**src/rtl/brc_pkg.sv**
```systemverilog
// Shared types for the branch redirect controller.
// Assumes: one instruction per stage per cycle, in-order flow.
package brc_pkg;

    typedef enum logic [1:0] {
        K_PLAIN = 2'd0,
        K_COND  = 2'd1,
        K_JUMP  = 2'd2,
        K_OTHER = 2'd3
    } kind_e;

    typedef enum logic [1:0] {
        M_FREEZE  = 2'd0,
        M_NTAKEN  = 2'd1,
        M_PREDICT = 2'd2,
        M_SPARE   = 2'd3
    } mode_e;

    typedef enum logic [1:0] {
        SEL_SEQ   = 2'd0,
        SEL_HOLD  = 2'd1,
        SEL_REDIR = 2'd2,
        SEL_SPARE = 2'd3
    } sel_e;

    // Per-slot control record carried down the pipeline.
    typedef struct packed {
        logic  valid;
        kind_e kind;
        logic  pred;
        logic  taken;
    } slot_t;

endpackage

```
**src/rtl/brc_stage_track.sv**
```systemverilog
// Slot tracker: shifts a control record, address and target down the
// stages every cycle, dropping squashed slots. It latches the target as
// a slot leaves the address stage and the condition as a slot leaves
// the condition stage.
// Assumes: the pipeline never stalls internally; bubbles enter at fetch.
module brc_stage_track
    import brc_pkg::*;
#(
    parameter int unsigned NSTG     = 14,
    parameter int unsigned ADDR_W   = 32,
    parameter int unsigned ADDR_STG = 3,
    parameter int unsigned COND_STG = 10
) (
    input  logic              clk,
    input  logic              rst_n,
    input  logic              fetch_take,
    input  kind_e             f_kind,
    input  logic              f_pred,
    input  logic [ADDR_W-1:0] f_pc,
    input  logic [ADDR_W-1:0] tgt_in,
    input  logic              cond_in,
    input  logic [NSTG-2:0]   kill,
    output logic              early_valid,
    output kind_e             early_kind,
    output logic              early_pred,
    output logic [ADDR_W-1:0] early_tgt,
    output slot_t             late_slot,
    output logic [ADDR_W-1:0] late_pc,
    output logic [ADDR_W-1:0] late_tgt,
    output logic [COND_STG-1:0] cond_live,
    output logic              s2_valid
);
    localparam int unsigned EARLY = ADDR_STG + 1;
    localparam int unsigned LATE  = COND_STG + 1;

    slot_t             stg   [1:NSTG];
    logic [ADDR_W-1:0] pc_v  [1:NSTG];
    logic [ADDR_W-1:0] tgt_v [1:NSTG];

    slot_t             q_stg [2:NSTG];
    logic [ADDR_W-1:0] q_pc  [2:NSTG];
    logic [ADDR_W-1:0] q_tgt [2:NSTG];
    logic [NSTG:2]     vld;

    // Stage 1 is the instruction on the fetch inputs this cycle.
    always_comb begin
        stg[1]   = '{valid: fetch_take, kind: f_kind, pred: f_pred, taken: 1'b0};
        pc_v[1]  = f_pc;
        tgt_v[1] = '0;
    end

    // Stage views for the registered stages.
    genvar g;
    generate
        for (g = 2; g <= NSTG; g++) begin : g_view
            assign stg[g]   = q_stg[g];
            assign pc_v[g]  = q_pc[g];
            assign tgt_v[g] = q_tgt[g];
            assign vld[g]   = q_stg[g].valid;
        end
        for (g = 2; g <= COND_STG + 1; g++) begin : g_live
            assign cond_live[g-2] = stg[g].valid && (stg[g].kind == K_COND);
        end
    endgenerate

    // Advance every slot one stage, applying kills and resolution latches.
    always_ff @(posedge clk) begin
        if (!rst_n) begin
            for (int k = 2; k <= NSTG; k++) begin
                q_stg[k] <= '0;
                q_pc[k]  <= '0;
                q_tgt[k] <= '0;
            end
        end else begin
            for (int k = 2; k <= NSTG; k++) begin
                q_stg[k].valid <= stg[k-1].valid && !kill[k-2];
                q_stg[k].kind  <= stg[k-1].kind;
                q_stg[k].pred  <= stg[k-1].pred;
                q_stg[k].taken <= (k - 1 == COND_STG) ? cond_in : stg[k-1].taken;
                q_pc[k]        <= pc_v[k-1];
                q_tgt[k]       <= (k - 1 == ADDR_STG) ? tgt_in : tgt_v[k-1];
            end
        end
    end

    // Export the two decision points and the fetch-side entry flag.
    always_comb begin
        early_valid = stg[EARLY].valid;
        early_kind  = stg[EARLY].kind;
        early_pred  = stg[EARLY].pred;
        early_tgt   = tgt_v[EARLY];
        late_slot   = stg[LATE];
        late_pc     = pc_v[LATE];
        late_tgt    = tgt_v[LATE];
        s2_valid    = stg[2].valid;
    end

    // a reset cycle leaves every registered slot empty.
    p_reset_clears_r1: assert property (@(posedge clk) !rst_n |=> (vld == '0));

endmodule

```
**src/rtl/brc_freeze_hold.sv**
```systemverilog
// Freeze policy: holds fetch while any conditional branch is in flight
// between stage 2 and the stage where its condition is usable.
// Assumes: the mode is only changed while the pipeline is empty.
module brc_freeze_hold
    import brc_pkg::*;
#(
    parameter int unsigned LIVE_W = 10
) (
    input  mode_e             mode,
    input  logic [LIVE_W-1:0] cond_live,
    output logic              hold
);
    // Hold whenever freeze is selected and a branch is unresolved.
    always_comb hold = (mode == M_FREEZE) && (|cond_live);

endmodule

```
**src/rtl/brc_resolve.sv**
```systemverilog
// Redirect arbiter: compares the slot at the early point (target just
// latched) and the slot at the late point (condition just latched) and
// chooses the next-PC source, its address and the squash mask. The late
// repair is older and always wins.
// Assumes: slot records come from brc_stage_track.
module brc_resolve
    import brc_pkg::*;
#(
    parameter int unsigned NSTG     = 14,
    parameter int unsigned ADDR_W   = 32,
    parameter int unsigned ADDR_STG = 3,
    parameter int unsigned COND_STG = 10,
    parameter int unsigned STEP     = 4
) (
    input  logic              clk,
    input  logic              rst_n,
    input  mode_e             mode,
    input  logic              early_valid,
    input  kind_e             early_kind,
    input  logic              early_pred,
    input  logic [ADDR_W-1:0] early_tgt,
    input  slot_t             late_slot,
    input  logic [ADDR_W-1:0] late_pc,
    input  logic [ADDR_W-1:0] late_tgt,
    input  logic              hold,
    output sel_e              sel,
    output logic [ADDR_W-1:0] dest,
    output logic [NSTG-1:0]   kill
);
    localparam logic [NSTG-1:0] EARLY_KILL = NSTG'((64'd1 << ADDR_STG) - 64'd1);
    localparam logic [NSTG-1:0] LATE_KILL  = NSTG'((64'd1 << COND_STG) - 64'd1);

    logic early_act;
    logic late_act;
    logic late_pred;
    logic [ADDR_W-1:0] late_dest;

    // Early point: jumps always, predicted-taken branches in predictor mode.
    always_comb begin
        early_act = early_valid &&
                    ((early_kind == K_JUMP) ||
                     ((early_kind == K_COND) && (mode == M_PREDICT) && early_pred));
    end

    // Late point: repair when the outcome differs from what fetch assumed.
    always_comb begin
        late_pred = (mode == M_PREDICT) && late_slot.pred;
        late_act  = late_slot.valid && (late_slot.kind == K_COND) &&
                    ((mode == M_FREEZE) || (late_slot.taken != late_pred));
        late_dest = late_slot.taken ? late_tgt : (late_pc + ADDR_W'(STEP));
    end

    // Pick the oldest action; hold only when nothing redirects.
    always_comb begin
        sel  = SEL_SEQ;
        dest = '0;
        kill = '0;
        if (late_act) begin
            sel  = SEL_REDIR;
            dest = late_dest;
            kill = LATE_KILL;
        end else if (early_act) begin
            sel  = SEL_REDIR;
            dest = early_tgt;
            kill = EARLY_KILL;
        end else if (hold) begin
            sel  = SEL_HOLD;
        end
    end

    // an early redirect squashes the slot that would redirect next.
    p_no_repeat_early_r8: assert property (@(posedge clk) disable iff (!rst_n)
        (sel == SEL_REDIR && kill == EARLY_KILL) |=> !(sel == SEL_REDIR && kill == EARLY_KILL));

endmodule

```
**src/rtl/branch_redirect_ctrl.sv**
```systemverilog
// Top of the fetch redirect and flush controller for a deep in-order
// pipeline: targets are usable after ADDR_STG, conditions after COND_STG.
// Assumes: fetch supplies one decoded tag per cycle; the external target
// adder and condition logic drive tgt_in / cond_in for stages ADDR_STG
// and COND_STG respectively.
module branch_redirect_ctrl
    import brc_pkg::*;
#(
    parameter int unsigned NSTG     = 14,
    parameter int unsigned ADDR_W   = 32,
    parameter int unsigned ADDR_STG = 3,
    parameter int unsigned COND_STG = 10,
    parameter int unsigned STEP     = 4
) (
    input  logic              clk,
    input  logic              rst_n,
    input  logic [1:0]        mode,
    input  logic              f_valid,
    input  logic [1:0]        f_kind,
    input  logic              f_pred,
    input  logic [ADDR_W-1:0] f_pc,
    input  logic [ADDR_W-1:0] tgt_in,
    input  logic              cond_in,
    output logic [1:0]        pc_sel,
    output logic [ADDR_W-1:0] redirect_target,
    output logic              fetch_stall,
    output logic [NSTG-1:0]   kill_mask
);
    localparam logic [NSTG-1:0] EARLY_KILL = NSTG'((64'd1 << ADDR_STG) - 64'd1);
    localparam logic [NSTG-1:0] LATE_KILL  = NSTG'((64'd1 << COND_STG) - 64'd1);

    mode_e             mode_q;
    logic              fetch_take;
    logic              hold;
    logic              early_valid;
    kind_e             early_kind;
    logic              early_pred;
    logic [ADDR_W-1:0] early_tgt;
    slot_t             late_slot;
    logic [ADDR_W-1:0] late_pc;
    logic [ADDR_W-1:0] late_tgt;
    logic [COND_STG-1:0] cond_live;
    logic              s2_valid;
    sel_e              sel;

    // Decode the mode and gate fetch entry by the freeze hold.
    always_comb begin
        mode_q     = mode_e'(mode);
        fetch_take = f_valid && !hold;
    end

    brc_stage_track #(
        .NSTG(NSTG), .ADDR_W(ADDR_W), .ADDR_STG(ADDR_STG), .COND_STG(COND_STG)
    ) u_track (
        .clk(clk), .rst_n(rst_n), .fetch_take(fetch_take),
        .f_kind(kind_e'(f_kind)), .f_pred(f_pred), .f_pc(f_pc),
        .tgt_in(tgt_in), .cond_in(cond_in), .kill(kill_mask[NSTG-2:0]),
        .early_valid(early_valid), .early_kind(early_kind), .early_pred(early_pred),
        .early_tgt(early_tgt), .late_slot(late_slot), .late_pc(late_pc),
        .late_tgt(late_tgt), .cond_live(cond_live), .s2_valid(s2_valid)
    );

    brc_freeze_hold #(.LIVE_W(COND_STG)) u_hold (
        .mode(mode_q), .cond_live(cond_live), .hold(hold)
    );

    brc_resolve #(
        .NSTG(NSTG), .ADDR_W(ADDR_W), .ADDR_STG(ADDR_STG),
        .COND_STG(COND_STG), .STEP(STEP)
    ) u_resolve (
        .clk(clk), .rst_n(rst_n), .mode(mode_q),
        .early_valid(early_valid), .early_kind(early_kind), .early_pred(early_pred),
        .early_tgt(early_tgt), .late_slot(late_slot), .late_pc(late_pc),
        .late_tgt(late_tgt), .hold(hold), .sel(sel), .dest(redirect_target),
        .kill(kill_mask)
    );

    // Drive the plain-typed outputs.
    always_comb begin
        pc_sel      = sel;
        fetch_stall = hold;
    end

    // an early redirect uses the target presented one cycle before.
    p_early_target_r3: assert property (@(posedge clk) disable iff (!rst_n)
        (pc_sel == 2'd2 && kill_mask == EARLY_KILL) |-> redirect_target == $past(tgt_in));

    // after a late repair nothing is left in flight to redirect or hold.
    p_flush_quiet_r4: assert property (@(posedge clk) disable iff (!rst_n)
        (pc_sel == 2'd2 && kill_mask == LATE_KILL) |=> (pc_sel != 2'd2 && !fetch_stall));

    // a fetch offered during a stall never enters stage 2.
    p_stall_blocks_entry_r6: assert property (@(posedge clk) disable iff (!rst_n)
        fetch_stall |=> !s2_valid);

endmodule

```
**config.mk**
```make
export PLATFORM = sky130hd
export DESIGN_NAME = branch_redirect_ctrl
export DESIGN_NICKNAME = d
export VERILOG_FILES = /design/src/rtl/brc_pkg.sv /design/src/rtl/brc_stage_track.sv /design/src/rtl/brc_freeze_hold.sv /design/src/rtl/brc_resolve.sv /design/src/rtl/branch_redirect_ctrl.sv
export SDC_FILE = /design/constraint.sdc
export NUM_CORES = 1
export LEC_CHECK = 0
export ABC_CLOCK_PERIOD_IN_PS = 2450
export BUFFER_PORTS_ARGS = -buffer_cell sky130_fd_sc_hd__buf_2
export CORE_MARGIN = 4
export CORE_UTILIZATION = 46
export DETAILED_ROUTE_END_ITERATION = 12
export PLACE_DENSITY = 0.59
export SLEW_MARGIN = 20
export SYNTH_ARGS = -nofsm -noshare
export SYNTH_HDL_FRONTEND = slang
export SYNTH_SLANG_ARGS = --single-unit
```
**constraint.sdc**
```tcl
create_clock -name clk -period 2.45 [get_ports clk]
set_input_delay 0.3675 -clock clk [delete_from_list [all_inputs] [get_ports clk]]
set_output_delay 0.3675 -clock clk [all_outputs]
set_load 0.01 [all_outputs]
```
==> out/metrics.csv, run 1 <==
stage,metric,value,unit
setup_path,startpoint,u_track.q_pc[0][354],
placement,pre_cts_ws,-42.30,ps
min_path,min_from,tgt_in[0],
clock_tree,root_buffer,clkbuf_16,
synth,synthDistinctLibCells,49,
setup_path,endpoint_kind,primary output,
placement,io_buffers,117,
clock_tree,tritoncts,yes,
layout,antenna_cells,0,
floorplanning,die_w,205.9,um
setup_path,critPathLaunchType,register,
route,ant_nets,0,
synth,yosysWarnings,0,
route,routed.top_layer,met4,
layout,instances_no_fill,2338,
sta,slew_violations,0,
sta,fin_tns_setup,-6402,ps
setup_path,path_max_fanout,4,
grt,grt-ovfl-total,0,
min_path,whs_endpoint,u_track.q_tgt[0][128],
layout,fillCellCount,3159,
sta,rsz0062_at_grt,true,
setup_path,timing.rr.start,u_track.q_stg[0][59],
clock_tree,insertion_delay,590,ps
grt,grt_usage,13.58,%
floorplanning,pin_count,122,
placement,hpwlAfterDp,16440,um
route,wl_met1,13550,um
synth,synthMuxAreaShare,0.1667,%
synth,synth_edf_count,0,
power,p_leak,9.848,nW
route,drc_errors,0,
sta,final.setup_skew,10.04,ps
layout,fin_util,59.28,%
sta,period_needed,2835,ps
route,met3_length,1313,um
setup_path,reg2reg_slack,800,ps
min_path,hold_class,primary input to register,
clock_tree,clk_pin_slew,60,ps
layout,syn_to_final_growth,27.21,%
sta,report.final.setup_viol,33,
floorplanning,start_util,46.60,%
route,dr_total_vias,10080,
floorplanning,core_region_area,38650,sq um
setup_path,crit_type,register to primary output,
run,drv_cap,0,
synth,synth_top_family_by_area,simple AND/OR/NAND/NOR gates,
clock_tree,cts.path.max_buffers,3,
synth,ys_async_sr_fraction,0,%
layout,nets,1849,
synth,yosysTopAreaCell,dfxtp_1,
clock_tree,cts_htree_levels,2,
outcome,violations,setup timing,
placement,dp.cells,2126,
setup_path,crit_required,2080,ps
grt,grt_pass1_wl,46950,um
synth,synth-seq-area-share,68.59,%
clock_tree,cts.sinks,617,
synth,synth_xor_area_share,1.216,%
route,totalWireLength,29700,um
synth,yosys-top-cells-area,"dfxtp_1 (69%), and2_1 (21%), clkbuf_1 (1.6%), xnor2_1 (0.68%), nand2_1 (0.65%)",
setup_path,reg2regPathDepth,7,
clock_tree,cts_buffers,59,
synth,syn_area,18010,sq um
route,wl_per_cell,12.70,um
synth,synthSimpleGateAreaFrac,24.71,%
synth,synth_most_common_cell,dfxtp_1,
min_path,whs_path_depth,2,
grt,antenna_found_initial,0,
floorplanning,die_area,42380,sq um
grt,grt_pass1_vias,9521,
power,powerDensity,839.0,nW/um^2
floorplanning,fp-row-count,72,
power,ir_worst_vdd,0.6010,mV
outcome,status,"complete, but fails checks",
sta,hold_violations,0,
synth,synth_fa_ha_area_share,0.06948,%
route,drt_iter0_drc,434,
sta,layout_setup_ws,-385.0,ps
synth,syn_inst,1544,
layout,drive_above_1_share,21.81,%
placement,gp_congestion,0.8277,
sta,fin_crit_sh,115.7,%
synth,yosysTopAreaCellShare,68.59,%
route,drt_first_pass_iters,4,
synth,avgSynthCellArea,11.66,sq um
setup_path,r2r_end,u_track.q_stg[0][14],
route,met2_length,13650,um
synth,synth_flop_cell,dfxtp_1,
floorplanning,die_height,205.9,um
route,routed_via_density,4.313,
synth,synth_common_cells,"dfxtp_1 (617), and2_1 (612), clkbuf_1 (78)",
setup_path,worstPathArrival,2470,ps
grt,grt_max_degree,101,
sta,fmax,352.7,MHz
synth,ys_ff_latch,617,
synth,synth_compound_area_share,2.737,%
power,totalPowerFinal,19.22,mW
## worst max path at each step
stage                     endpoint  slack (ps)  cells past startpoint
2_1_floorplan  redirect_target[28]         120                      6
3_3_place_gp   redirect_target[28]          -2                      7
3_5_place_dp   redirect_target[30]         -40                      7
4_1_cts        redirect_target[26]        -480                      7
5_1_grt        redirect_target[28]        -500                      7
6_report       redirect_target[28]        -390                      7
## worst max-delay path: stages, from the launching register on
cell and delay [ps]:
dfxtp_4 360, ha_4 130, nand4_1 90, or4_4 520, nor4_4 180, xor2_1 120
a221o_2 350, buf_6 120
## cell families (layout without fill, tap and decap cells)
family,count (synthesis),count (layout)
AO/OA/AOI/OAI,66,66
other,1,4
flip-flops,617,617
buffers and inverters,105,378
adder cells (fa/ha/maj),1,1
XOR/XNOR,25,25
multiplexers,3,3
AND/OR/NAND/NOR,726,726
## routing by layer
metal	GRT usage, %	vias up
li1	-	5283
met1	17.85	4523
met2	21.10	195
met3	2.950	83
met4	7.224	0
met5	0	-
## power by group
| part | switching, mW | internal (mW) | total (mW) | leakage, nW |
|---|---|---|---|---|
| Clock | 3.56 | 4.97 | 8.53 | 0.925 |
| Combinational | 0.199 | 0.231 | 0.430 | 3.90 |
| Sequential | 0.0503 | 10.2 | 10.3 | 5.02 |
## sequential cells by signal, summed over array words and instances, names as in the netlist
register	cells
u_track.q_pc	320
u_track.q_tgt	256
u_track.q_stg	41
## stage by stage
step / area (sq um) / hold WS, ps
final: 22910 / 27.97
after global routing: 22910 / 3.787
after CTS: 22350 / 2.535
after detailed placement: 19200 / 414.5
after global placement: 19200 / 409.1
after floorplan: 18020 / 405.7
## layout make-up
type / instances / area [sq um] / share of cell area [%]
sequential: 617 / 12390 / 54.06
multi-input combinational: 825 / 5768 / 25.18
timing repair buffer: 262 / 2182 / 9.525
clock buffer: 87 / 1732 / 7.559
tap: 518 / 648.1 / 2.829
clock inverter: 19 / 138.9 / 0.6062
inverter: 9 / 46.29 / 0.2021
timing repair inverter: 1 / 8.758 / 0.03823
## what timing repair did
action / 4_1_cts / 5_1_grt
resized for setup: 100 / 76
cloned: 3 / 2
setup buffers: 15 / 25
hold buffers: 64 / 0
pin swaps: 56 / 55
endpoints found under the setup margin: 45 / 34
endpoints found under the hold margin: 64 / 0
## layout by cell type, fill, tap and decap left out, types with 6 or more instances in the layout
master	synthesis	routed
dfxtp_1	617	592
inv_1	9	6
buf_4	14	42
and3_1	13	11
clkbuf_1	78	13
clkbuf_8	0	15
o21ai_2	0	6
nand4_1	13	13
xor2_1	11	8
a22o_1	8	8
buf_2	2	108
nor2_2	0	8
buf_12	0	9
clkinv_2	0	12
xnor2_1	14	7
clkbuf_16	0	60
dlygate4sd3_1	0	64
buf_6	0	34
o21ai_0	19	11
nand2_1	31	29
a221o_1	6	6
dfxtp_2	0	24
nor4_4	0	8
and2_1	612	611
Power figures use the tool's default switching activity.
==> inputs of run 2 (changes only) <==
Settings changed: CORE_ASPECT_RATIO set to 1.25.
==> run 2 against run 1 <==
  * Non-clock buffer count down 23
  * Critical path depth grew 1
  * Largest cell class unchanged
  * Cell area shrank 1.5%
  * Die area about the same
  * Via count down 1.1%
  * Combinational power decreased by 4%
  * Clock-buffer cell count is 5 lower
  * Critical path type unchanged
  * The run still ends with setup timing left
  * Global-route usage shrank 0.52 points
  * Routed wire length is 4.7% lower
  * Register-to-register slack lost 90 ps
  * Largest power group unchanged
==> out/metrics.csv, run 2 (synthesized netlist as in run 1, its figures left out) <==
stage,metric,value,unit
route,ant_nets,0,
setup_path,worstPathArrival,2510,ps
floorplanning,die_w,185.0,um
sta,slew_violations,0,
power,power.internal,16.05,mW
layout,drive_above_1_share,19.79,%
layout,stdcell_area,22580,sq um
layout,syn_to_final_growth,25.36,%
outcome,violations,setup timing,
layout,layout_common_cells,"and2_1 (611), dfxtp_1 (597), buf_2 (110)",
power,seq_power_share,51.7,%
sta,report.final.setup_viol,33,
placement,io_buffers,117,
sta,final.setup_skew,12.02,ps
sta,layout_setup_ws,-425.8,ps
floorplanning,start_util,46.85,%
setup_path,startpoint,u_track.q_pc[0][355],
clock_tree,tritoncts,yes,
grt,antenna_found_initial,0,
layout,fillCellCount,3132,
clock_tree,cts.path.max_buffers,3,
placement,gp_congestion,0.8246,
route,drc_errors,0,
layout,top_regs,"u_track.q_pc x320, u_track.q_tgt x256, u_track.q_stg x41",
grt,grt-ovfl-total,0,
clock_tree,cts_htree_levels,2,
outcome,status,"complete, but fails checks",
layout,layout_commonest_cell,and2_1,
clock_tree,cts_buffers,57,
power,powerDensity,878.4,nW/um^2
setup_path,crit_type,register to primary output,
grt,grt_usage,13.06,%
sta,holdWs,25.28,ps
min_path,whs_path_depth,2,
sta,hold_violations,0,
power,p_leak,9.660,nW
floorplanning,pin_count,122,
route,routed_via_density,4.362,
clock_tree,root_buffer,clkbuf_16,
setup_path,path_max_fanout,3,
sta,fin_crit_sh,117.4,%
grt,grt_pass1_vias,9451,
placement,post_dp_cell_area,19160,sq um
route,drt_iter0_drc,326,
min_path,min_from,tgt_in[1],
setup_path,crit_required,2080,ps
clock_tree,cts.sinks,617,
setup_path,critPathLaunchType,register,
power,sw_frac_of_total,19.05,%
sta,fmax,347.7,MHz
floorplanning,die_area,42400,sq um
floorplanning,core_region_area,38440,sq um
clock_tree,clk_pin_slew,60,ps
layout,nets,1823,
route,totalWireLength,28320,um
layout,top_register,u_track.q_pc,
grt,grt_pass1_wl,46300,um
setup_path,endpoint_kind,primary output,
route,dr_total_vias,9971,
power,p_comb_share,2.1,%
setup_path,timing.rr.start,u_track.q_stg[0][58],
sta,period_needed,2876,ps
layout,instances_no_fill,2286,
setup_path,reg2regPathDepth,6,
power,power.net_switching,3.778,mW
route,drt_first_pass_iters,4,
power,clockPowerShare,46.2,%
layout,largest_reg_flops,320,
floorplanning,die_height,229.2,um
power,ir_worst_vdd,0.7193,mV
clock_tree,insertion_delay,580,ps
floorplanning,fp-row-count,80,
placement,pre_cts_ws,-60.71,ps
min_path,hold_class,primary input to register,
layout,antenna_cells,0,
placement,hpwlAfterDp,15670,um
grt,grt_max_degree,134,
run,drv_cap,0,
placement,dp.cells,2096,
route,wl_per_cell,12.39,um
sta,rsz0062_at_grt,true,
## run 2: changes by cell type in the layout (fill, tap and decap cells not counted), sizes merged
cell	before	now
buf	197	178
dlygate4sd3	64	61
clkinv	13	12
bufinv	1	9
clkbuf	88	82
clkinvlp	3	1
inv	12	9
## run 2: what timing repair did
action / 4_1_cts / 5_1_grt
cloned: 3 / 0
gates resized for setup: 92 / 43
pin swaps: 43 / 33
setup endpoints to repair: 45 / 38
setup buffers: 13 / 11
endpoints found under the hold margin: 61 / 0
hold buffers: 61 / 0
## run 2: stage by stage
step           utilization, %  total power, mW  setup TNS [ps]
2_1_floorplan               -            10.69               0
3_3_place_gp            49.85            10.81          -14.63
3_5_place_dp            49.85            10.82          -109.5
4_1_cts                 58.06            20.11           -5612
5_1_grt                 58.73            20.61           -9590
6_report                58.73            19.83           -5452
## run 2: cell type report
class	count	area [sq um]	share of cell area [%]
well taps	492	615.6	2.727
inverters	9	46.29	0.2051
repair buffers	239	1901	8.419
clock inverters	22	352.8	1.563
multi-input cells	825	5632	24.95
flip-flops and latches	617	12380	54.82
clock buffers	82	1652	7.316
## run 2: worst max-delay path: stages, from the launching register on
cell     delay [ps]
dfxtp_2         350
ha_4            130
nand4_1          90
or4_4           510
buf_6           160
nor3_4          110
xor2_1           90
a221o_1         340
buf_2           160
## run 2: routing by layer
layer / vias up / wire (um) / global-route usage [%]
met2: 188 / 13060 / 20.75
met3: 66 / 1233 / 2.968
met5: - / 0 / 0
li1: 5235 / - / -
met4: 0 / 923 / 5.507
met1: 4482 / 13100 / 17.17
## run 2: power by group through the flow
stage	logic, mW	clock network [mW]	registers, mW
2_1_floorplan	0.230	0	10.5
3_3_place_gp	0.331	0	10.5
3_5_place_dp	0.337	0	10.5
4_1_cts	0.419	9.43	10.3
5_1_grt	0.475	9.87	10.3
6_report	0.413	9.16	10.3
## run 2: worst paths after layout
check | to | slack, ps
worst max-delay path | redirect_target[26] | -430
worst min register to register | u_track.q_pc[0][262] | 420
worst min-delay path | u_track.q_tgt[0][129] | 30
worst max register to register | u_track.q_stg[0][14] | 710
==> inputs of run 3 (changes only) <==
Settings changed: CTS_BUF_LIST set to sky130_fd_sc_hd__clkbuf_4 sky130_fd_sc_hd__clkbuf_8.
==> run 3 against run 2 <==
  * Flip-flop and latch count stayed put
  * Critical path depth unchanged
  * The run still ends with setup timing left
  * Worst hold slack better by 160 ps
  * Largest cell class unchanged
  * Largest power group unchanged
  * Routed wire length is 2.7% higher
  * Register-to-register slack worse by 80 ps
  * Non-clock buffer count is 12 higher
  * Utilization up 0.48 points
  * Die area unchanged
  * Sequential share of layout area down 0.40 points
  * Combinational power increased by 3%
==> out/metrics.csv, run 3 (synthesized netlist as in run 1, its figures left out) <==
stage,metric,value,unit
layout,layout_common_cells,"and2_1 (611), dfxtp_1 (592), clkbuf_8 (115)",
setup_path,cpMaxStageDelayCell,or4_4,
layout,layout_commonest_cell,and2_1,
grt,use_met1,16.78,%
clock_tree,cts.path.max_buffers,3,
clock_tree,cts.sinks,617,
power,p_leak,9.824,nW
run,drv_cap,0,
layout,top_register,u_track.q_pc,
floorplanning,pin_count,122,
setup_path,worstPathArrival,2560,ps
setup_path,path_max_fanout,3,
route,drt_iter0_drc,369,
floorplanning,die_area,42400,sq um
floorplanning,fp-row-count,80,
grt,antenna_found_initial,0,
sta,period_needed,2932,ps
grt,grt_max_degree,134,
floorplanning,die_w,185.0,um
min_path,hold_class,primary input to register,
route,drt_first_pass_iters,4,
setup_path,cp_cell_sequence,ha_4 -> nand4_1 -> or4_4 -> buf_6 -> nor3_2 -> xnor2_1 -> o21ai_1 -> buf_2,
power,ir_worst_vdd,0.5469,mV
layout,syn_to_final_growth,26.38,%
setup_path,crit_required,2080,ps
sta,hold_violations,0,
min_path,min_from,rst_n,
layout,antenna_cells,0,
layout,fin_util,59.21,%
outcome,status,"complete, but fails checks",
setup_path,crit_type,register to primary output,
layout,top_regs,"u_track.q_pc x320, u_track.q_tgt x256, u_track.q_stg x41",
outcome,violations,setup timing,
sta,layout_setup_ws,-482.0,ps
sta,slew_violations,0,
route,routed_via_density,4.332,
clock_tree,tritoncts,yes,
power,powerDensity,850.8,nW/um^2
layout,nets,1869,
placement,hpwlAfterDp,15670,um
grt,gr-usage-met2,21.42,%
route,ant_nets,0,
setup_path,startpoint,u_track.q_pc[0][354],
grt,grt_pass1_vias,9802,
clock_tree,root_buffer,clkbuf_8,
route,wl_per_cell,12.36,um
route,dr_total_vias,10190,
setup_path,endpoint_kind,primary output,
clock_tree,insertion_delay,630,ps
setup_path,timing.rr.start,u_track.q_stg[0][58],
grt,met3_usage,3.571,%
grt,grt_usage,13.53,%
clock_tree,cts_htree_levels,3,
setup_path,max_stage_delay,510,ps
layout,drive_above_1_share,23.05,%
floorplanning,die_height,229.2,um
grt,grt_pass1_wl,47150,um
sta,fin_tns_setup,-6870,ps
placement,pre_cts_ws,-60.71,ps
sta,report.final.setup_viol,35,
sta,rsz0062_at_grt,true,
grt,grt-ovfl-total,0,
floorplanning,core_region_area,38440,sq um
floorplanning,start_util,46.85,%
sta,fmax,341.1,MHz
layout,largest_reg_flops,320,
clock_tree,cts_buffers,91,
sta,fin_crit_sh,119.7,%
grt,top_usage_layer,met2,
route,totalWireLength,29090,um
sta,final.setup_skew,23.85,ps
power,totalPowerFinal,19.36,mW
clock_tree,clk_pin_slew,60,ps
placement,gp_congestion,0.8246,
setup_path,critPathLaunchType,register,
placement,io_buffers,117,
route,drc_errors,0,
[run 3: changes by cell type in the layout (fill, tap and decap cells not counted), sizes merged, moves of 4 or more]
cell         change
bufinv           -5
clkinvlp         +4
dlygate4sd3      +8
clkbuf          +56
buf              +4
[run 3: metrics by stage]
step                      cells  hold slack, ps  cell area [sq um]
after floorplan            1547           405.7              18020
after global placement     2096           411.4              19160
after detailed placement   2096           416.9              19160
after CTS                  2343           115.5              22490
after global routing       2353           154.4              22760
final                      2353           184.8              22760
[run 3: critical path: cells and delay by family, from the launching register on]
kind	cells	cell delay, ps
DFF	1	350
adders and majority gates	1	130
AOI/OAI and AO/OA	1	210
and+or+nand+nor	3	810
buffers and inverters	2	330
xor gates and xnor gates	1	110
[run 3: what timing repair did]
action	4_1_cts	5_1_grt
hold buffers	69	0
buffers inserted	18	13
pin swaps	52	30
endpoints found under the setup margin	45	45
endpoints found under the hold margin	69	0
gates cloned	4	0
resized for setup	102	52
[run 3: worst paths after layout]
check / end / slack [ps] / cells past startpoint
max: redirect_target[22] / -480 / 8
min: u_track.q_pc[0][122] / 180 / 2
max reg2reg: u_track.q_stg[0][14] / 630 / 9
min reg2reg: u_track.q_pc[0][277] / 410 / 1
[run 3: power breakdown]
part | leakage [nW] | internal, mW | switching [mW]
clock | 1.04 | 5.02 | 3.66
sequential | 5.02 | 10.2 | 0.0476
combinational | 3.76 | 0.230 | 0.196
[run 3: cell type report]
type	instances	area, sq um
flip-flops and latches	617	12390
inverters	9	46.29
clock buffers	138	1755
fillers	3139	15680
clock inverters	21	245.2
repair buffers	251	2090
multi-input cells	825	5622
well taps	492	615.6
[run 3: layer usage]
metal,routed length [um],up-vias
met5,0,-
met4,1101,0
met3,1390,70
met2,13490,210
met1,13110,4581
li1,-,5333
